[config.mk]
export PLATFORM = sky130hd
export DESIGN_NAME = lt_train_seq
export DESIGN_NICKNAME = d
export VERILOG_FILES = /design/src/rtl/lt_pkg.sv /design/src/rtl/lt_wait_timer.sv /design/src/rtl/lt_lane_eval.sv /design/src/rtl/lt_train_seq.sv
export SDC_FILE = /design/constraint.sdc
export NUM_CORES = 1
export LEC_CHECK = 0
export BUFFER_PORTS_ARGS = -buffer_cell sky130_fd_sc_hd__buf_4
export CAP_MARGIN = 20
export CORE_MARGIN = 4
export CORE_UTILIZATION = 46
export DETAILED_ROUTE_END_ITERATION = 6
export PLACE_DENSITY = 0.75
export REMOVE_ABC_BUFFERS = 1
export SYNTH_ARGS = -nofsm -noshare
export SYNTH_HDL_FRONTEND = slang
export SYNTH_SLANG_ARGS = --single-unit
[constraint.sdc]
create_clock -name clk_i -period 3.5 [get_ports clk_i]
set_clock_uncertainty 0.2 [all_clocks]
set_input_delay 0.175 -clock clk_i [delete_from_list [all_inputs] [get_ports clk_i]]
set_output_delay 0.175 -clock clk_i [all_outputs]
set_load 0.01 [all_outputs]
[src/rtl/lt_pkg.sv]
package lt_pkg;
  typedef enum logic [3:0] {
    S_IDLE, S_BW, S_LC, S_DS, S_CODE,
    S_CR_PAT, S_CR_POLL, S_EQ_PAT, S_EQ_POLL,
    S_OFF_PAT, S_STAT, S_FAIL_OFF, S_DONE, S_FAIL
  } lt_state_e;

  localparam logic [19:0] DPCD_BW_SET    = 20'h00100;
  localparam logic [19:0] DPCD_LANE_SET  = 20'h00101;
  localparam logic [19:0] DPCD_PAT_SET   = 20'h00102;
  localparam logic [19:0] DPCD_SPREAD    = 20'h00107;
  localparam logic [19:0] DPCD_CODING    = 20'h00108;
  localparam logic [19:0] DPCD_SINK_STAT = 20'h00205;

  localparam logic [1:0] TPS_OFF = 2'd0;
  localparam logic [1:0] TPS_1   = 2'd1;
  localparam logic [1:0] TPS_2   = 2'd2;

  localparam logic [7:0] PAT1_NOSCR = 8'h21;
  localparam logic [7:0] PAT2_NOSCR = 8'h22;
endpackage

[src/rtl/lt_wait_timer.sv]
module lt_wait_timer #(
  parameter int unsigned WAIT_W = 16
) (
  input  logic              clk_i,
  input  logic              rst_ni,
  input  logic              load_i,
  input  logic [WAIT_W-1:0] count_i,
  output logic              expired_o
);
  logic [WAIT_W-1:0] cnt_q;
  logic              run_q;

  assign expired_o = run_q && (cnt_q == '0);

  always_ff @(posedge clk_i or negedge rst_ni) begin
    if (!rst_ni) begin
      cnt_q <= '0;
      run_q <= 1'b0;
    end else if (load_i) begin
      cnt_q <= count_i;
      run_q <= 1'b1;
    end else if (run_q) begin
      if (cnt_q == '0) run_q <= 1'b0;
      else             cnt_q <= cnt_q - 1'b1;
    end
  end
endmodule

[src/rtl/lt_lane_eval.sv]
module lt_lane_eval #(
  parameter int unsigned NUM_LANES = 4,
  localparam int unsigned LCNT_W   = $clog2(NUM_LANES + 1)
) (
  input  logic [LCNT_W-1:0]    lanes_i,
  input  logic [NUM_LANES-1:0] cr_done_i,
  input  logic [NUM_LANES-1:0] eq_done_i,
  input  logic [NUM_LANES-1:0] sym_lock_i,
  input  logic                 align_i,
  output logic                 cr_ok_o,
  output logic                 eq_ok_o
);
  logic [NUM_LANES-1:0] cr_ln, eq_ln;

  for (genvar l = 0; l < NUM_LANES; l++) begin : g_lane
    logic active;
    assign active   = (LCNT_W'(l) < lanes_i);
    assign cr_ln[l] = cr_done_i[l] | ~active;
    assign eq_ln[l] = (eq_done_i[l] & sym_lock_i[l]) | ~active;
  end

  assign cr_ok_o = &cr_ln;
  assign eq_ok_o = (&eq_ln) & align_i;
endmodule

[src/rtl/lt_train_seq.sv]
module lt_train_seq
  import lt_pkg::*;
#(
  parameter int unsigned NUM_LANES = 4,
  parameter int unsigned WAIT_W    = 16,
  parameter int unsigned MAX_TRIES = 5,
  localparam int unsigned LCNT_W   = $clog2(NUM_LANES + 1),
  localparam int unsigned TRY_W    = $clog2(MAX_TRIES + 1)
) (
  input  logic                 clk_i,
  input  logic                 rst_ni,
  input  logic                 start_i,
  input  logic [7:0]           cap_rate_i,
  input  logic [LCNT_W-1:0]    cap_lanes_i,
  input  logic                 cap_ssc_i,
  input  logic                 cap_enh_i,
  input  logic [WAIT_W-1:0]    wait_cycles_i,
  input  logic [NUM_LANES-1:0] lane_cr_done_i,
  input  logic [NUM_LANES-1:0] lane_eq_done_i,
  input  logic [NUM_LANES-1:0] lane_sym_lock_i,
  input  logic                 lane_align_i,
  output logic                 aux_req_o,
  output logic                 aux_wr_o,
  output logic [19:0]          aux_addr_o,
  output logic [3:0]           aux_len_o,
  output logic [7:0]           aux_wdata_o,
  input  logic                 aux_ack_i,
  input  logic [7:0]           aux_rdata_i,
  output logic [1:0]           tx_tps_o,
  output logic                 done_o,
  output logic                 fail_o
);
  lt_state_e st_q, st_d;

  logic [7:0]        rate_q;
  logic [LCNT_W-1:0] lanes_q;
  logic              ssc_q, enh_q;
  logic [TRY_W-1:0]  tries_q;
  logic              tries_clr, tries_inc;
  logic              tmr_load, tmr_exp;
  logic              cr_ok, eq_ok;
  logic              idle_like;

  assign idle_like = (st_q == S_IDLE) || (st_q == S_DONE) || (st_q == S_FAIL);

  lt_wait_timer #(.WAIT_W(WAIT_W)) u_timer (
    .clk_i     (clk_i),
    .rst_ni    (rst_ni),
    .load_i    (tmr_load),
    .count_i   (wait_cycles_i),
    .expired_o (tmr_exp)
  );

  lt_lane_eval #(.NUM_LANES(NUM_LANES)) u_eval (
    .lanes_i    (lanes_q),
    .cr_done_i  (lane_cr_done_i),
    .eq_done_i  (lane_eq_done_i),
    .sym_lock_i (lane_sym_lock_i),
    .align_i    (lane_align_i),
    .cr_ok_o    (cr_ok),
    .eq_ok_o    (eq_ok)
  );

  assign aux_len_o = 4'd1;

  always_comb begin
    st_d        = st_q;
    aux_req_o   = 1'b0;
    aux_wr_o    = 1'b1;
    aux_addr_o  = '0;
    aux_wdata_o = '0;
    tmr_load    = 1'b0;
    tries_clr   = 1'b0;
    tries_inc   = 1'b0;
    case (st_q)
      S_IDLE, S_DONE, S_FAIL: if (start_i) st_d = S_BW;
      S_BW: begin
        aux_req_o = 1'b1; aux_addr_o = DPCD_BW_SET; aux_wdata_o = rate_q;
        if (aux_ack_i) st_d = S_LC;
      end
      S_LC: begin
        aux_req_o = 1'b1; aux_addr_o = DPCD_LANE_SET;
        aux_wdata_o = {enh_q, 2'b00, 5'(lanes_q)};
        if (aux_ack_i) st_d = S_DS;
      end
      S_DS: begin
        aux_req_o = 1'b1; aux_addr_o = DPCD_SPREAD;
        aux_wdata_o = {3'b000, ssc_q, 4'h0};
        if (aux_ack_i) st_d = S_CODE;
      end
      S_CODE: begin
        aux_req_o = 1'b1; aux_addr_o = DPCD_CODING; aux_wdata_o = 8'h01;
        if (aux_ack_i) st_d = S_CR_PAT;
      end
      S_CR_PAT: begin
        aux_req_o = 1'b1; aux_addr_o = DPCD_PAT_SET; aux_wdata_o = PAT1_NOSCR;
        if (aux_ack_i) begin
          st_d = S_CR_POLL; tmr_load = 1'b1; tries_clr = 1'b1;
        end
      end
      S_CR_POLL: if (tmr_exp) begin
        if (cr_ok)                                  st_d = S_EQ_PAT;
        else if (tries_q == TRY_W'(MAX_TRIES - 1))  st_d = S_FAIL_OFF;
        else begin tries_inc = 1'b1; tmr_load = 1'b1; end
      end
      S_EQ_PAT: begin
        aux_req_o = 1'b1; aux_addr_o = DPCD_PAT_SET; aux_wdata_o = PAT2_NOSCR;
        if (aux_ack_i) begin
          st_d = S_EQ_POLL; tmr_load = 1'b1; tries_clr = 1'b1;
        end
      end
      S_EQ_POLL: if (tmr_exp) begin
        if (eq_ok)                                  st_d = S_OFF_PAT;
        else if (tries_q == TRY_W'(MAX_TRIES - 1))  st_d = S_FAIL_OFF;
        else begin tries_inc = 1'b1; tmr_load = 1'b1; end
      end
      S_OFF_PAT: begin
        aux_req_o = 1'b1; aux_addr_o = DPCD_PAT_SET; aux_wdata_o = 8'h00;
        if (aux_ack_i) st_d = S_STAT;
      end
      S_STAT: begin
        aux_req_o = 1'b1; aux_wr_o = 1'b0; aux_addr_o = DPCD_SINK_STAT;
        if (aux_ack_i) st_d = aux_rdata_i[0] ? S_DONE : S_FAIL;
      end
      S_FAIL_OFF: begin
        aux_req_o = 1'b1; aux_addr_o = DPCD_PAT_SET; aux_wdata_o = 8'h00;
        if (aux_ack_i) st_d = S_FAIL;
      end
      default: st_d = S_IDLE;
    endcase
  end

  always_comb begin
    case (st_q)
      S_CR_PAT, S_CR_POLL: tx_tps_o = TPS_1;
      S_EQ_PAT, S_EQ_POLL: tx_tps_o = TPS_2;
      default:             tx_tps_o = TPS_OFF;
    endcase
  end

  assign done_o = (st_q == S_DONE);
  assign fail_o = (st_q == S_FAIL);

  always_ff @(posedge clk_i or negedge rst_ni) begin
    if (!rst_ni) begin
      st_q    <= S_IDLE;
      rate_q  <= '0;
      lanes_q <= '0;
      ssc_q   <= 1'b0;
      enh_q   <= 1'b0;
      tries_q <= '0;
    end else begin
      st_q <= st_d;
      if (idle_like && start_i) begin
        rate_q  <= cap_rate_i;
        lanes_q <= cap_lanes_i;
        ssc_q   <= cap_ssc_i;
        enh_q   <= cap_enh_i;
      end
      if (tries_clr)      tries_q <= '0;
      else if (tries_inc) tries_q <= tries_q + 1'b1;
    end
  end
endmodule

# ---- Yosys cells after proc, flatten, opt, wreduce, memory -nomap -nowiden
# Cells that the tools add are included.
dict set report word_totals {
  reg_bits 37
  elab_cells 115
}
dict set report op_classes {
  addsub 2
  n_lt_le_gt_ge 4
  n_eq_ne 27
  mux 39
  bitwise 17
  n_reduce_logical 18
}
# op count
set op_table {}
lappend op_table {{2-to-1 mux 4 bit} 15}
lappend op_table {{one-hot mux 10 bit (6 select lines)} 1}
lappend op_table {{2-to-1 mux 16 bit} 3}
lappend op_table {{one-hot mux 4 bit (12 select lines)} 1}
lappend op_table {{one-hot mux 8 bit (6 select lines)} 1}
lappend op_table {{inequality test 2 bit (second input constant)} 13}
lappend op_table {{equality test 4 bit (second input constant)} 6}
lappend op_table {{equality test 4 x 3 -> 1 bit (second input constant)} 4}
lappend op_table {{logical NOT 16 bit} 1}
lappend op_table {{subtractor 16 x 1 -> 16 bit (second input constant)} 1}
lappend op_table {{2-to-1 mux 1 bit} 13}
lappend op_table {{AND reduction 12 bit} 1}
lappend op_table {{OR reduction 9 bit} 1}
lappend op_table {{equality test 4 x 2 -> 1 bit (second input constant)} 2}
lappend op_table {{bitwise OR 1 bit} 8}
lappend op_table {{AND reduction 4 bit} 2}
lappend op_table {{< comparator 1 x 3 -> 1 bit (first input constant)} 2}
lappend op_table {{< comparator 2 x 3 -> 1 bit (first input constant)} 2}
lappend op_table {{2-to-1 mux 3 bit} 2}
lappend op_table {{OR reduction 2 bit} 3}
lappend op_table {{AND 1 bit} 5}
lappend op_table {{equality test 4 x 1 -> 1 bit (second input constant)} 1}
lappend op_table {{logical NOT 4 bit} 1}
lappend op_table {{NOT 1 bit} 4}
lappend op_table {{other kinds (11)} 14}

# ---- Logic depth before layout (Yosys ltp)
dict set report logic_depth {
  depth_word 10
  depth_mapped 10
}

# ---- Cells and area by module
# Synthesis repeated with hierarchy kept, for this count alone.
dict set report unflattened {
  hier_cells 311
  hier_area_um2 2740.1
}
# module n_inst cells_per_inst area_per_inst_um2 seq_area_each_um2
set modules_own_cells {}
lappend modules_own_cells {lt_train_seq 1 174 1576.5 500.5}
lappend modules_own_cells {lt_wait_timer 1 124 1069.8 425.4}
lappend modules_own_cells {lt_lane_eval 1 13 93.8 0.0}

# ---- Worst setup path before layout
# Ideal clock, no wire load.
dict set report synth_timing {
  path_type {register to register}
  start {reg st_q[2]}
  end {reg u_timer.cnt_q[10]}
  setup_ns 0.125
  arrival_ns 2.434
  slack_ns 0.741
  stages_incl_launch_ff 11
  n_path_buf 3
  period_less_slack_ns 2.759
  cell_sequence {dfrtp_1 > inv_1 > ha_1 > clkbuf_1 > nand2_1 > or4_4 > o32ai_4 > nand2b_1 > buf_6 > buf_12 > mux2_4}
}
dict set report synth_via {
  elab_chain_len 5
  elab_cells_between_ends 10
}
# element line_no
set synth_rtl {}
lappend synth_rtl {{from (decl)} lt_train_seq.sv:33} ;# lt_state_e st_q, st_d;
lappend synth_rtl {{from (signal assigned)} lt_train_seq.sv:153} ;# st_q <= st_d;
lappend synth_rtl {{equality test 4 x 3 -> 1 bit} lt_train_seq.sv:75} ;# case (st_q)
lappend synth_rtl {{OR reduction 2 bit (no source line)} -}
lappend synth_rtl {{one-hot mux 1 bit (3 select lines) (*)} lt_train_seq.sv:75}
lappend synth_rtl {{inequality test 2 bit (no source line) / nonzero test 2 bit (equally long branches)} -}
lappend synth_rtl {{AND reduction 2 bit (no source line)} -}
lappend synth_rtl {{to (signal assigned)} lt_wait_timer.sv:20} ;# cnt_q <= count_i;
lappend synth_rtl {{to (signal assigned)} lt_wait_timer.sv:24} ;# else cnt_q <= cnt_q - 1'b1;
lappend synth_rtl {{to (decl)} lt_wait_timer.sv:10} ;# logic [WAIT_W-1:0] cnt_q;
# Every way passes the cells marked *; elsewhere a longest branch is shown, timed or not.
# A chain may end at the register's enable or synchronous reset.

# ---- Worst setup path in the final report
dict set report layout_timing {
  start {reg u_timer.cnt_q[0]}
  end {reg u_timer.cnt_q[1]}
}
dict set report layout_via {
  elab_chain_len 6
  elab_cells_between_ends 12
}
# element
set layout_rtl {}
lappend layout_rtl {{branches (longest 6 deep; another with subtractor 16 x 1 -> 16 bit)}}
# Several ways; the timed one is not identified. The select of a mux whose other input is x is not followed.

==> summary.md <==
| Metric | Value |
|---|---|
| DRT Pass-1 Iters | 4 |
| Yosys warns | 0 |
| Crit share post-route | 83.3% |
| Std cell rows | 27 |
| Reg-to-reg endpoint | u_timer.cnt_q[1]$_DFFE_PN0P_ |
| Post-CTS setup buffer count | 0 |
| Hold EP | st_q[0]$_DFFE_PN0P_ |
| WS Path Type | register to register |
| Initial Utilization | 48.5% |
| Root Driver | clkbuf_8 |
| Hold slack | 0.0462 ns |
| Area growth, synth to finish | 32.6% |
| Peak supply drop | 0.000404 V |
| Crit-path max FO | 17 |
| Clock sink count | 37 |
| Min-Delay Path Depth | 4 |
| Sequential power share | 32.9% |
| Maximum clock frequency | 0.343 GHz |
| CP peak stage delay | 0.40 ns |
| Chip Width | 85.1 um |
| Synth cell types | 52 |
| Fin. max-slew vios | 0 |
| Worst-margin pin slew | 0.598 ns |
| Initial antenna violation count | 0 |
| CTS Hold Bufs | 31 |
| Cells after Synth | 293 |
| Worst rel slew slack | 59.8% |
| Synth area leaders | dfrtp_1, mux2_2, buf_4, mux2_4, ha_1 |
| Vias post-DR | 2414 |
| Levels on crit path | 9 |
| Clock-pin slew on the worst setup and hold paths | 0.08 ns |
| Crit path time final | 2.92 ns |
| Synth async-reset ratio | 100% |
| Average size of a mapped cell | 9.34 sq um |
| Hold WC Path Type | primary input to register |
| Unrepaired setup endpoints after global routing | no |
| H-Tree Depth | 2 |
| Crit path cell chain | inv_1 > ha_1 > nor4b_2 > nand4_1 > or3_1 > o32ai_4 > nand2b_1 > buf_4 > mux2_2 |
| First-pass GRT wire length | 11.0 mm |
| Sw Ratio | 39.6% |
| Outcome | finished clean |
| Sw Pwr | 0.970 mW |
| Non-filler instance count after layout | 459 |
| Post-Syn Area | 2740 sq um |
| DRC | 0 |
| Setup violations, final | 0 |
| Worst setup SP type | register |
| Port Buffers | 66 |
| Post-synth EDFFs | 0 |
| Max Root-Sink Buffers | 2 |
| Most common cell after layout, fill and taps aside | buf_4 |
| CP delay by family, top | simple AND/OR/NAND/NOR gates |
| Placeable core region | 5640 sq um |
| Largest net degree at the start of global routing | 38 |
| Post-DP HPWL | 4.83 mm |
| Register bit total from synthesis | 37 |
| ANT nets after route | 0 |
| Worst path arrival time | 2.90 ns |
| Leakage power | 1.64 nW |
| Pwr per Cell Area | 676 nW/um^2 |
| Seq/Total Area, Yosys | 33.8% |
| Fillcell total | 474 |
| Post-CTS sizing | 0 |
| Die area | 7250 sq um |
| Nets | 448 |
| Most frequent cells in the layout | buf_4, dfrtp_1, dlygate4sd3_1, nand2_1, nor2_1 |
| Reg2Reg Setup Slack | 0.58 ns |
| Hold Startpoint | start_i |
| Setup TNS | 0 ns |
| Clock insertion delay at the later pin of the skew report | 0.30 ns |
| Drt via density | 5.26 |
| Max Cap Viol | 0 |
| Chip Height | 85.1 um |
| CP required | 3.48 ns |
| Num CTS Buffers | 5 |
| Dpl cells | 420 |
| Gr ovfl total | 0 |
| Clock share of power | 15.3% |
| Hold Vio Cnt, Final | 0 |
| RD Place Congestion | 0.943 |
| Cell type with the largest total area after synthesis | dfrtp_1 |
| Iter 0 DRT Violations | 194 |
| CP Capture Type | register |
| IO Pins | 92 |
| Synth top area share | 33.8% |
| Number of global-route vias before repair | 2437 |
| Worst Reg2Reg Path Length in Cells | 9 |
| Internal power | 1.48 mW |
| Antenna cells | 0 |
| CP max stage cell | dfrtp_1 |
| Synth Flop Type | dfrtp_1 |
| Routed len/inst | 14.1 um |
| FF-to-FF Start | u_timer.cnt_q[0]$_DFFE_PN0P_ |
| Fraction of layout cells with a size suffix above 1 | 30.5% |
| CTS tree | done |
| Buf/Inv on CP | 2 |
| Comb pwr share | 51.7% |
| Routed WL | 6.49 mm |
| Total track usage | 18.6% |
cells by family after synthesis:
group	count (synthesis)	synth area share [%]
compound gates	57	14.5
mux	31	13.9
fa+ha+maj	8	3.66
simple gates	101	20.2
other cells	2	0.274
flops	37	33.8
xor+xnor	12	3.84
buf+inv	45	9.78
cell usage after synthesis (7+ instances only):
library cell and count:
and2_1 7, buf_4 18, clkbuf_1 11, dfrtp_1 37, ha_1 8, inv_1 12
mux2_2 19, mux2_4 9, nand2_1 25, nand2b_1 8, nor2_1 20, nor3_1 9
o21ai_0 18
worst max path at each step:
stage / startpoint / to / slack [ns]
after floorplan: st_q[1]$_DFFE_PN0P_ / u_timer.cnt_q[0]$_DFFE_PN0P_ / 0.49
after global placement: u_timer.cnt_q[0]$_DFFE_PN0P_ / u_timer.cnt_q[5]$_DFFE_PN0P_ / 0.65
after detailed placement: u_timer.cnt_q[0]$_DFFE_PN0P_ / u_timer.cnt_q[2]$_DFFE_PN0P_ / 0.59
after CTS: u_timer.cnt_q[0]$_DFFE_PN0P_ / u_timer.cnt_q[1]$_DFFE_PN0P_ / 0.58
after global routing: u_timer.cnt_q[0]$_DFFE_PN0P_ / u_timer.cnt_q[1]$_DFFE_PN0P_ / 0.42
final: u_timer.cnt_q[0]$_DFFE_PN0P_ / u_timer.cnt_q[1]$_DFFE_PN0P_ / 0.58
flip-flops by register name, indices dropped and copies added (netlist names):
signal         cells
enh_q              1
lanes_q            3
rate_q             8
ssc_q              1
st_q               4
tries_q            3
u_timer.cnt_q     16
u_timer.run_q      1
power by group through the flow:
stage          Sequential (mW)  Clock (mW)  Combinational (mW)
4_1_cts                  0.805       0.383                1.27
6_report                 0.806       0.376                1.27
2_1_floorplan            0.800           0               0.829
5_1_grt                  0.832       0.403                1.41
3_3_place_gp             0.798           0                1.21
3_5_place_dp             0.814           0                1.24
through the flow:
stage	util, %	setup WS, ns	instance area (sq um)	total power, mW
floorplan	-	0.490	2570	1.63
finish	64.3	0.584	3630	2.45
global placement	56.8	0.645	3200	2.00
CTS	64.3	0.577	3630	2.46
global route	64.3	0.417	3630	2.64
detailed placement	56.8	0.591	3200	2.05
worst min-delay path, stage by stage:
cell and delay [ns]:
buf_4 0.08, o32ai_1 0.08, nand2_1 0.08, o31ai_1 0.07
area by class of cell:
| type | count | area [sq um] | area share (%) |
|---|---|---|---|
| clock buffers | 5 | 68.8 | 1.90 |
| clock inverters | 3 | 43.8 | 1.21 |
| inverters | 12 | 45.0 | 1.24 |
| multi-input cells | 227 | 1600 | 44.2 |
| flip-flops and latches | 37 | 926 | 25.5 |
| well taps | 72 | 90.1 | 2.48 |
| repair buffers | 103 | 851 | 23.5 |
per-layer routing:
metal,GRT usage [%],vias to the layer above,wire length (um)
li1,-,1171,-
met2,31.3,75,3330
met5,0,-,0
met4,7.19,0,140
met1,23.4,1156,2660
met3,3.69,12,357
No activity file was read; power rests on OpenSTA's default activity.
